**config.mk**
```make
export PLATFORM = sky130hd
export DESIGN_NAME = blit_addr_seq
export DESIGN_NICKNAME = d
export VERILOG_FILES = /design/src/rtl/blit_pkg.sv /design/src/rtl/blit_regs.sv /design/src/rtl/blit_walker.sv /design/src/rtl/blit_addr_seq.sv
export SDC_FILE = /design/constraint.sdc
export NUM_CORES = 1
export LEC_CHECK = 0
export BUFFER_PORTS_ARGS = -buffer_cell sky130_fd_sc_hd__buf_4
export CAP_MARGIN = 20
export CORE_MARGIN = 1
export CORE_UTILIZATION = 40
export DETAILED_ROUTE_END_ITERATION = 8
export PLACE_DENSITY = 0.56
export SKIP_LAST_GASP = 1
export SLEW_MARGIN = 10
export SYNTH_ARGS = -nofsm -noshare
export SYNTH_HDL_FRONTEND = slang
export SYNTH_HIERARCHICAL = 1
export SYNTH_SLANG_ARGS = --single-unit
```
**constraint.sdc**
```tcl
create_clock -name clk -period 4.6 [get_ports clk]
set_input_delay 0.23 -clock clk [delete_from_list [all_inputs] [get_ports clk]]
set_output_delay 0.23 -clock clk [all_outputs]
set_load 0.02 [all_outputs]
```
**src/rtl/blit_pkg.sv**
```systemverilog
package blit_pkg;
  localparam int ADDR_W = 21;
  localparam int LEN_W  = 12;
  localparam int IDX_W  = 3;

  localparam logic [IDX_W-1:0] IDX_PITCH = 3'd0;
  localparam logic [IDX_W-1:0] IDX_CTRL  = 3'd1;
  localparam logic [IDX_W-1:0] IDX_SRC   = 3'd2;
  localparam logic [IDX_W-1:0] IDX_DST   = 3'd3;
  localparam logic [IDX_W-1:0] IDX_SIZE  = 3'd4;

  localparam int CTRL_YFWD_BIT = 8;
  localparam int CTRL_XFWD_BIT = 9;
  localparam int CTRL_BUSY_BIT = 20;

  typedef enum logic [1:0] {ST_IDLE, ST_RD, ST_WR} walk_state_t;

  // Move an address forward or backward by an amount, wrapping at the address width.
  function automatic logic [ADDR_W-1:0] step_addr(
    input logic [ADDR_W-1:0] a,
    input logic [LEN_W-1:0]  amt,
    input logic              fwd
  );
    logic [ADDR_W-1:0] ext;
    ext = ADDR_W'(amt);
    return fwd ? a + ext : a - ext;
  endfunction
endpackage

```
**src/rtl/blit_regs.sv**
```systemverilog
module blit_regs
  import blit_pkg::*;
#(
  parameter int AW = ADDR_W,
  parameter int LW = LEN_W
) (
  input  logic             clk,
  input  logic             rst_n,
  input  logic             wr_en,
  input  logic [IDX_W-1:0] idx,
  input  logic [31:0]      wdata,
  input  logic             busy,
  output logic [31:0]      rdata,
  output logic [LW-1:0]    src_pitch,
  output logic [LW-1:0]    dst_pitch,
  output logic [AW-1:0]    src_base,
  output logic [AW-1:0]    dst_base,
  output logic             x_fwd,
  output logic             y_fwd,
  output logic             start,
  output logic [LW-1:0]    start_w,
  output logic [LW-1:0]    start_h
);
  localparam int HI_OFS = 16;

  logic [LW-1:0] width_q, height_q;
  logic          wr_ok;
  logic          unused_wbits;

  assign wr_ok   = wr_en && !busy;
  assign start   = wr_ok && (idx == IDX_SIZE);
  assign start_w = wdata[LW-1:0];
  assign start_h = wdata[HI_OFS+LW-1:HI_OFS];
  assign unused_wbits = &{wdata[31:HI_OFS+LW], wdata[HI_OFS-1:LW]};

  always_ff @(posedge clk) begin
    if (!rst_n) begin
      src_pitch <= '0;
      dst_pitch <= '0;
      src_base  <= '0;
      dst_base  <= '0;
      x_fwd     <= 1'b0;
      y_fwd     <= 1'b0;
      width_q   <= '0;
      height_q  <= '0;
    end else if (wr_ok) begin
      case (idx)
        IDX_PITCH: begin
          src_pitch <= wdata[LW-1:0];
          dst_pitch <= wdata[HI_OFS+LW-1:HI_OFS];
        end
        IDX_CTRL: begin
          y_fwd <= wdata[CTRL_YFWD_BIT];
          x_fwd <= wdata[CTRL_XFWD_BIT];
        end
        IDX_SRC:  src_base <= wdata[AW-1:0];
        IDX_DST:  dst_base <= wdata[AW-1:0];
        IDX_SIZE: begin
          width_q  <= start_w;
          height_q <= start_h;
        end
        default: ;
      endcase
    end
  end

  always_comb begin
    rdata = '0;
    case (idx)
      IDX_PITCH: begin
        rdata[LW-1:0]              = src_pitch;
        rdata[HI_OFS+LW-1:HI_OFS]  = dst_pitch;
      end
      IDX_CTRL: begin
        rdata[CTRL_YFWD_BIT] = y_fwd;
        rdata[CTRL_XFWD_BIT] = x_fwd;
        rdata[CTRL_BUSY_BIT] = busy;
      end
      IDX_SRC:  rdata[AW-1:0] = src_base;
      IDX_DST:  rdata[AW-1:0] = dst_base;
      IDX_SIZE: begin
        rdata[LW-1:0]             = width_q;
        rdata[HI_OFS+LW-1:HI_OFS] = height_q;
      end
      default: rdata = '0;
    endcase
  end

  AST_BUSY_CFG_FROZEN: assert property (@(posedge clk) disable iff (!rst_n)
    (busy && wr_en) |=> ($stable(src_base) && $stable(dst_base) && $stable(src_pitch) && $stable(dst_pitch) && $stable(x_fwd) && $stable(y_fwd)));
  AST_NO_START_BUSY: assert property (@(posedge clk) disable iff (!rst_n)
    busy |-> !start);
endmodule

```
**src/rtl/blit_walker.sv**
```systemverilog
module blit_walker
  import blit_pkg::*;
#(
  parameter int AW = ADDR_W,
  parameter int LW = LEN_W
) (
  input  logic          clk,
  input  logic          rst_n,
  input  logic          start,
  input  logic [LW-1:0] start_w,
  input  logic [LW-1:0] start_h,
  input  logic [AW-1:0] src_base,
  input  logic [AW-1:0] dst_base,
  input  logic [LW-1:0] src_pitch,
  input  logic [LW-1:0] dst_pitch,
  input  logic          x_fwd,
  input  logic          y_fwd,
  output logic          req_valid,
  input  logic          req_ready,
  output logic          req_write,
  output logic [AW-1:0] req_addr,
  output logic          busy,
  output logic          done
);
  walk_state_t   state_q;
  logic [LW-1:0] width_q, height_q, col_q, row_q;
  logic [AW-1:0] src_line_q, dst_line_q, src_cur_q, dst_cur_q;
  logic          zero_done_q;

  // Named internal events
  logic rd_accept, wr_accept, line_end, last_line;
  logic byte_step, line_step, last_accept, zero_start;
  logic [AW-1:0] nxt_src_line, nxt_dst_line;

  assign rd_accept   = (state_q == ST_RD) && req_ready;
  assign wr_accept   = (state_q == ST_WR) && req_ready;
  assign line_end    = (col_q == width_q - LW'(1));
  assign last_line   = (row_q == height_q - LW'(1));
  assign byte_step   = wr_accept && !line_end;
  assign line_step   = wr_accept && line_end && !last_line;
  assign last_accept = wr_accept && line_end && last_line;
  assign zero_start  = start && (start_w == '0 || start_h == '0);

  assign nxt_src_line = step_addr(src_line_q, src_pitch, y_fwd);
  assign nxt_dst_line = step_addr(dst_line_q, dst_pitch, y_fwd);

  assign req_valid = (state_q != ST_IDLE);
  assign req_write = (state_q == ST_WR);
  assign req_addr  = (state_q == ST_WR) ? dst_cur_q : src_cur_q;
  assign busy      = (state_q != ST_IDLE);
  assign done      = last_accept || zero_done_q;

  always_ff @(posedge clk) begin
    if (!rst_n) begin
      state_q     <= ST_IDLE;
      width_q     <= '0;
      height_q    <= '0;
      col_q       <= '0;
      row_q       <= '0;
      src_line_q  <= '0;
      dst_line_q  <= '0;
      src_cur_q   <= '0;
      dst_cur_q   <= '0;
      zero_done_q <= 1'b0;
    end else begin
      zero_done_q <= 1'b0;
      case (state_q)
        ST_IDLE: begin
          if (start) begin
            width_q    <= start_w;
            height_q   <= start_h;
            col_q      <= '0;
            row_q      <= '0;
            src_line_q <= src_base;
            dst_line_q <= dst_base;
            src_cur_q  <= src_base;
            dst_cur_q  <= dst_base;
            if (zero_start) zero_done_q <= 1'b1;
            else            state_q     <= ST_RD;
          end
        end
        ST_RD: begin
          if (rd_accept) state_q <= ST_WR;
        end
        ST_WR: begin
          if (last_accept) begin
            state_q <= ST_IDLE;
          end else if (line_step) begin
            row_q      <= row_q + LW'(1);
            col_q      <= '0;
            src_line_q <= nxt_src_line;
            dst_line_q <= nxt_dst_line;
            src_cur_q  <= nxt_src_line;
            dst_cur_q  <= nxt_dst_line;
            state_q    <= ST_RD;
          end else if (byte_step) begin
            col_q     <= col_q + LW'(1);
            src_cur_q <= step_addr(src_cur_q, LW'(1), x_fwd);
            dst_cur_q <= step_addr(dst_cur_q, LW'(1), x_fwd);
            state_q   <= ST_RD;
          end
        end
        default: state_q <= ST_IDLE;
      endcase
    end
  end

  AST_REQ_HOLD: assert property (@(posedge clk) disable iff (!rst_n)
    (req_valid && !req_ready) |=> (req_valid && $stable(req_addr) && $stable(req_write)));
  AST_RD_THEN_WR: assert property (@(posedge clk) disable iff (!rst_n)
    (req_valid && req_ready && !req_write) |=> (req_valid && req_write));
  AST_DONE_PULSE: assert property (@(posedge clk) disable iff (!rst_n)
    done |=> !done);
  AST_END_IDLE: assert property (@(posedge clk) disable iff (!rst_n)
    last_accept |=> !busy);
  AST_IDLE_QUIET: assert property (@(posedge clk) disable iff (!rst_n)
    !busy |-> !req_valid);
  AST_ZERO_NO_BUSY: assert property (@(posedge clk) disable iff (!rst_n)
    zero_start |=> (!busy && done));
endmodule

```
**src/rtl/blit_addr_seq.sv**
```systemverilog
module blit_addr_seq
  import blit_pkg::*;
#(
  parameter int AW = ADDR_W,
  parameter int LW = LEN_W
) (
  input  logic             clk,
  input  logic             rst_n,
  input  logic             reg_wr,
  input  logic [IDX_W-1:0] reg_idx,
  input  logic [31:0]      reg_wdata,
  output logic [31:0]      reg_rdata,
  output logic             req_valid,
  input  logic             req_ready,
  output logic             req_write,
  output logic [AW-1:0]    req_addr,
  output logic             busy,
  output logic             done
);
  logic [LW-1:0] src_pitch, dst_pitch, start_w, start_h;
  logic [AW-1:0] src_base, dst_base;
  logic          x_fwd, y_fwd, start;

  blit_regs #(.AW(AW), .LW(LW)) u_regs (
    .clk(clk), .rst_n(rst_n), .wr_en(reg_wr), .idx(reg_idx), .wdata(reg_wdata),
    .busy(busy), .rdata(reg_rdata), .src_pitch(src_pitch), .dst_pitch(dst_pitch),
    .src_base(src_base), .dst_base(dst_base), .x_fwd(x_fwd), .y_fwd(y_fwd),
    .start(start), .start_w(start_w), .start_h(start_h)
  );

  blit_walker #(.AW(AW), .LW(LW)) u_walk (
    .clk(clk), .rst_n(rst_n), .start(start), .start_w(start_w), .start_h(start_h),
    .src_base(src_base), .dst_base(dst_base), .src_pitch(src_pitch),
    .dst_pitch(dst_pitch), .x_fwd(x_fwd), .y_fwd(y_fwd),
    .req_valid(req_valid), .req_ready(req_ready), .req_write(req_write),
    .req_addr(req_addr), .busy(busy), .done(done)
  );

  AST_START_BUSY: assert property (@(posedge clk) disable iff (!rst_n)
    (reg_wr && reg_idx == IDX_SIZE && !busy && reg_wdata[LW-1:0] != '0 && reg_wdata[16+LW-1:16] != '0) |=> busy);
endmodule

```
==> results.ini <==
[run_status]
status=finished, final reports clean

[worst_setup_path]
worst_path_dominant_cell_family=compound AO/OA/AOI/OAI gates
timing.critical_path.fanout_max=8
category_of_the_worst_setup_path_capture_point=flip-flop
required_ns=5.04
timing.setup.critical_path_class=reg2reg
cp_slowest_cell=a2111oi_0
crit_path_start_kind=flip-flop
crit_path_start=u_regs/dst_pitch[1]
rr_startpoint=u_regs/dst_pitch[1]
cp_slowest_stage_delay_ns=0.51
critical_path.n_buffers_inverters=2
timing.critical_path.arrival_ns=4.57
cp_cell_sequence=inv_1 > ha_1 > mux2_2 > fa_1 > a211oi_1 > o21ai_0 > a2111oi_0 > buf_4 > nor2_1 > a21o_1 > o41a_1 > a21oi_1 > o32a_1 > o32ai_1

[final_layout]
design.final.nets=2198
mostFrequentLayoutCell=nand2_1
final_cell_mix=380 x nand2_1, 227 x dfxtp_1, 146 x nor2_1
diodes=0
number_of_fill_cells=3859
finish.cell_count_without_fillers=2608
area_growth_syn_to_layout_pct=12.95
finalCoreUtilization_pct=46.15
drive_above_1_share_pct=10.29

[die]
ios=96
floorplan.initialDensity_pct=40.85
chipHeight_um=201.4
coreArea_um2=38920
design.die.area_um2=40550
die-width_um=201.4
floorplan.rows=72

[global_routing]
grt.overflow.total=0
global_route.usage.total_pct=25.86
first_global_vias=14180
grt_start_max_net_pins=83
antenna_violations_before_repair=0
grt_pass1_wl_um=82590

[pwr]
max-vdd-ir-drop_mv=0.2163
report.power.total_uw=5322
power.density_nw_per_um2=296.4
p_leak_uw=0.007841

[clock_tree]
clock_latency_ns=0.55
cts.reportedPaths.clkPinSlew_ns=0.06
cts_buffer_count=27
cts.root.buffer_cell=clkbuf_16
post_cts.resized_instances=0
cts_tree=built
numClockSinks=227
cts.htree.levels=1
cts.path.max_buffers=3

[synthesis]
synth_area_per_cell_um2=7.844
synthesized_flop_and_latch_total=227
synth_sequential_area_ratio_pct=28.58
post_synthesis_cell_area_um2=15900
synthFlopType=dfxtp_1
synth_edf_count=0
synth_warnings=6
post_synth_num_cell_types=90
synthesis.instances=2027
ffs_w_async_s_r_synth_pct=0

[detailed_routing]
dr_total_vias=14940
drt-initial-drc-count=1152
finalWirelength_um=53760
drc_errors=0
via_per_inst=5.730
routedWlPerCell_um=20.61
drtAntennaViolNets=0
detailedRoute.firstPassIterationCount=6

[timing]
timing.final.crit_share_pct=89.95
rsz0062_at_grt=no
tightestPinTransition_ns=0.9432
final_worst_path_period_need_ns=4.138
timing.slew.headroom_pct=37.12
slew_limit_fails=0
hold_violations=0
fin_tns_setup_ns=0
finalSetupViolations=0
final.setup_skew_ns=0.01508
timing.hold.ws_ns=0.04853
fmax_mhz=241.7

[place]
dpl.hpwl_um=39610
placed_cells_incl_taps=2530
place_congestion=0.9223
io_buffer_count=87

[hold_path]
worstHoldStart=reg_wdata[15]
min-delay-path-class=in2reg

[flow_run]
count_of_max_cap_constraint_violations=0

## through the flow
stage | instance area (µm²) | worst slack [ns]
2_1_floorplan | 15910 | 0.8157
3_3_place_gp | 16750 | 0.5097
3_5_place_dp | 16750 | 0.5726
4_1_cts | 17950 | 0.5271
5_1_grt | 17960 | 0.1837
6_report | 17960 | 0.4622
## routing by layer
layer	vias to the layer above	share of wire (%)	global-route usage (%)
li1	7287	-	-
met1	7105	48	37.39
met2	497	43	39.91
met3	55	6.8	4.163
met4	0	2.0	5.952
met5	-	0	0
## cell families (layout without fill, tap and decap cells)
family	after synthesis	in the layout	synth area share [%]
compound gates	508	508	20.96
xor+xnor	132	132	7.358
fa+ha+maj	90	90	7.272
buf+inv	179	239	5.705
flops	227	227	28.58
mux	137	137	8.657
other cells	1	4	0.02359
simple gates	753	753	21.45
## repair_timing
item	CTS	global route
buffers inserted	0	0
hold buffers	27	0
endpoints found under the hold margin	31	0
## final cells by class
cell class | instances | area (µm²) | share of cell area (%)
tap | 518 | 648.1 | 3.609
timing repair buffer | 150 | 1219 | 6.786
multi-input combinational | 1624 | 10470 | 58.32
clock buffer | 38 | 807.0 | 4.494
sequential | 227 | 4544 | 25.30
inverter | 39 | 146.4 | 0.8152
clock inverter | 12 | 121.4 | 0.6758
## registers in the layout, indices dropped and copies added, names as in the netlist
name and count:
u_regs/width_q 12, u_walk/dst_line_q 21, u_regs/src_base 21, u_walk/src_cur_q 21
u_regs/height_q 12, u_walk/zero_done_q 1, u_walk/col_q 12, u_walk/row_q 12
u_walk/state_q 2, u_walk/src_line_q 21, u_regs/y_fwd 1, u_regs/dst_base 21
u_regs/dst_pitch 12, u_walk/width_q 12, u_regs/x_fwd 1, u_regs/src_pitch 12
u_walk/dst_cur_q 21, u_walk/height_q 12
## path summary, 6_finish.rpt
| kind | end | slack [ns] | depth (start not counted) |
|---|---|---|---|
| worst max-delay path | u_walk/dst_cur_q[20] | 0.46 | 14 |
| worst min-delay path | u_regs/dst_base[15] | 0.05 | 3 |
| worst max register to register | u_walk/dst_cur_q[20] | 0.46 | 14 |
| worst min register to register | u_regs/height_q[5] | 0.46 | 2 |
## power by group
group | internal, µW | switching [µW]
Clock | 1330 | 895
Sequential | 2010 | 47.4
Combinational | 405 | 634
## synth_stat cells, types with 7 or more instances
library cell	count	area, µm²
nand3b_1	16	120.1
nor3_1	38	190.2
ha_1	86	1076
o22ai_1	10	62.56
or2_2	7	43.79
xnor2_1	66	578.1
nor4_1	10	62.56
nand2b_1	15	93.84
o211ai_1	35	262.8
a31oi_1	46	287.8
o221ai_1	11	96.34
a311oi_1	11	96.34
o21a_1	9	67.56
o21ai_1	9	45.04
nand4_1	11	68.82
xor2_1	65	569.3
buf_6	12	135.1
dfxtp_1	227	4544
and2_1	7	43.79
a21o_1	47	352.8
mux2i_1	133	1331
nor2b_1	19	118.9
buf_1	11	41.29
and3_1	21	131.4
nand3_1	35	175.2
a22oi_1	7	52.55
inv_1	37	138.9
o21ai_0	97	485.5
clkbuf_1	67	251.5
buf_2	17	85.08
or3_1	12	75.07
a21oi_1	135	675.7
o21bai_1	9	67.56
nand2_1	380	1426
buf_4	33	247.7
a211oi_1	19	142.6
nor2_1	146	548.0
## worst min-delay path, cell delays in order
cell     delay, ns
buf_4         0.08
nand2_1       0.11
mux2i_1       0.14
Note: power is estimated with default switching activity, not from simulation.
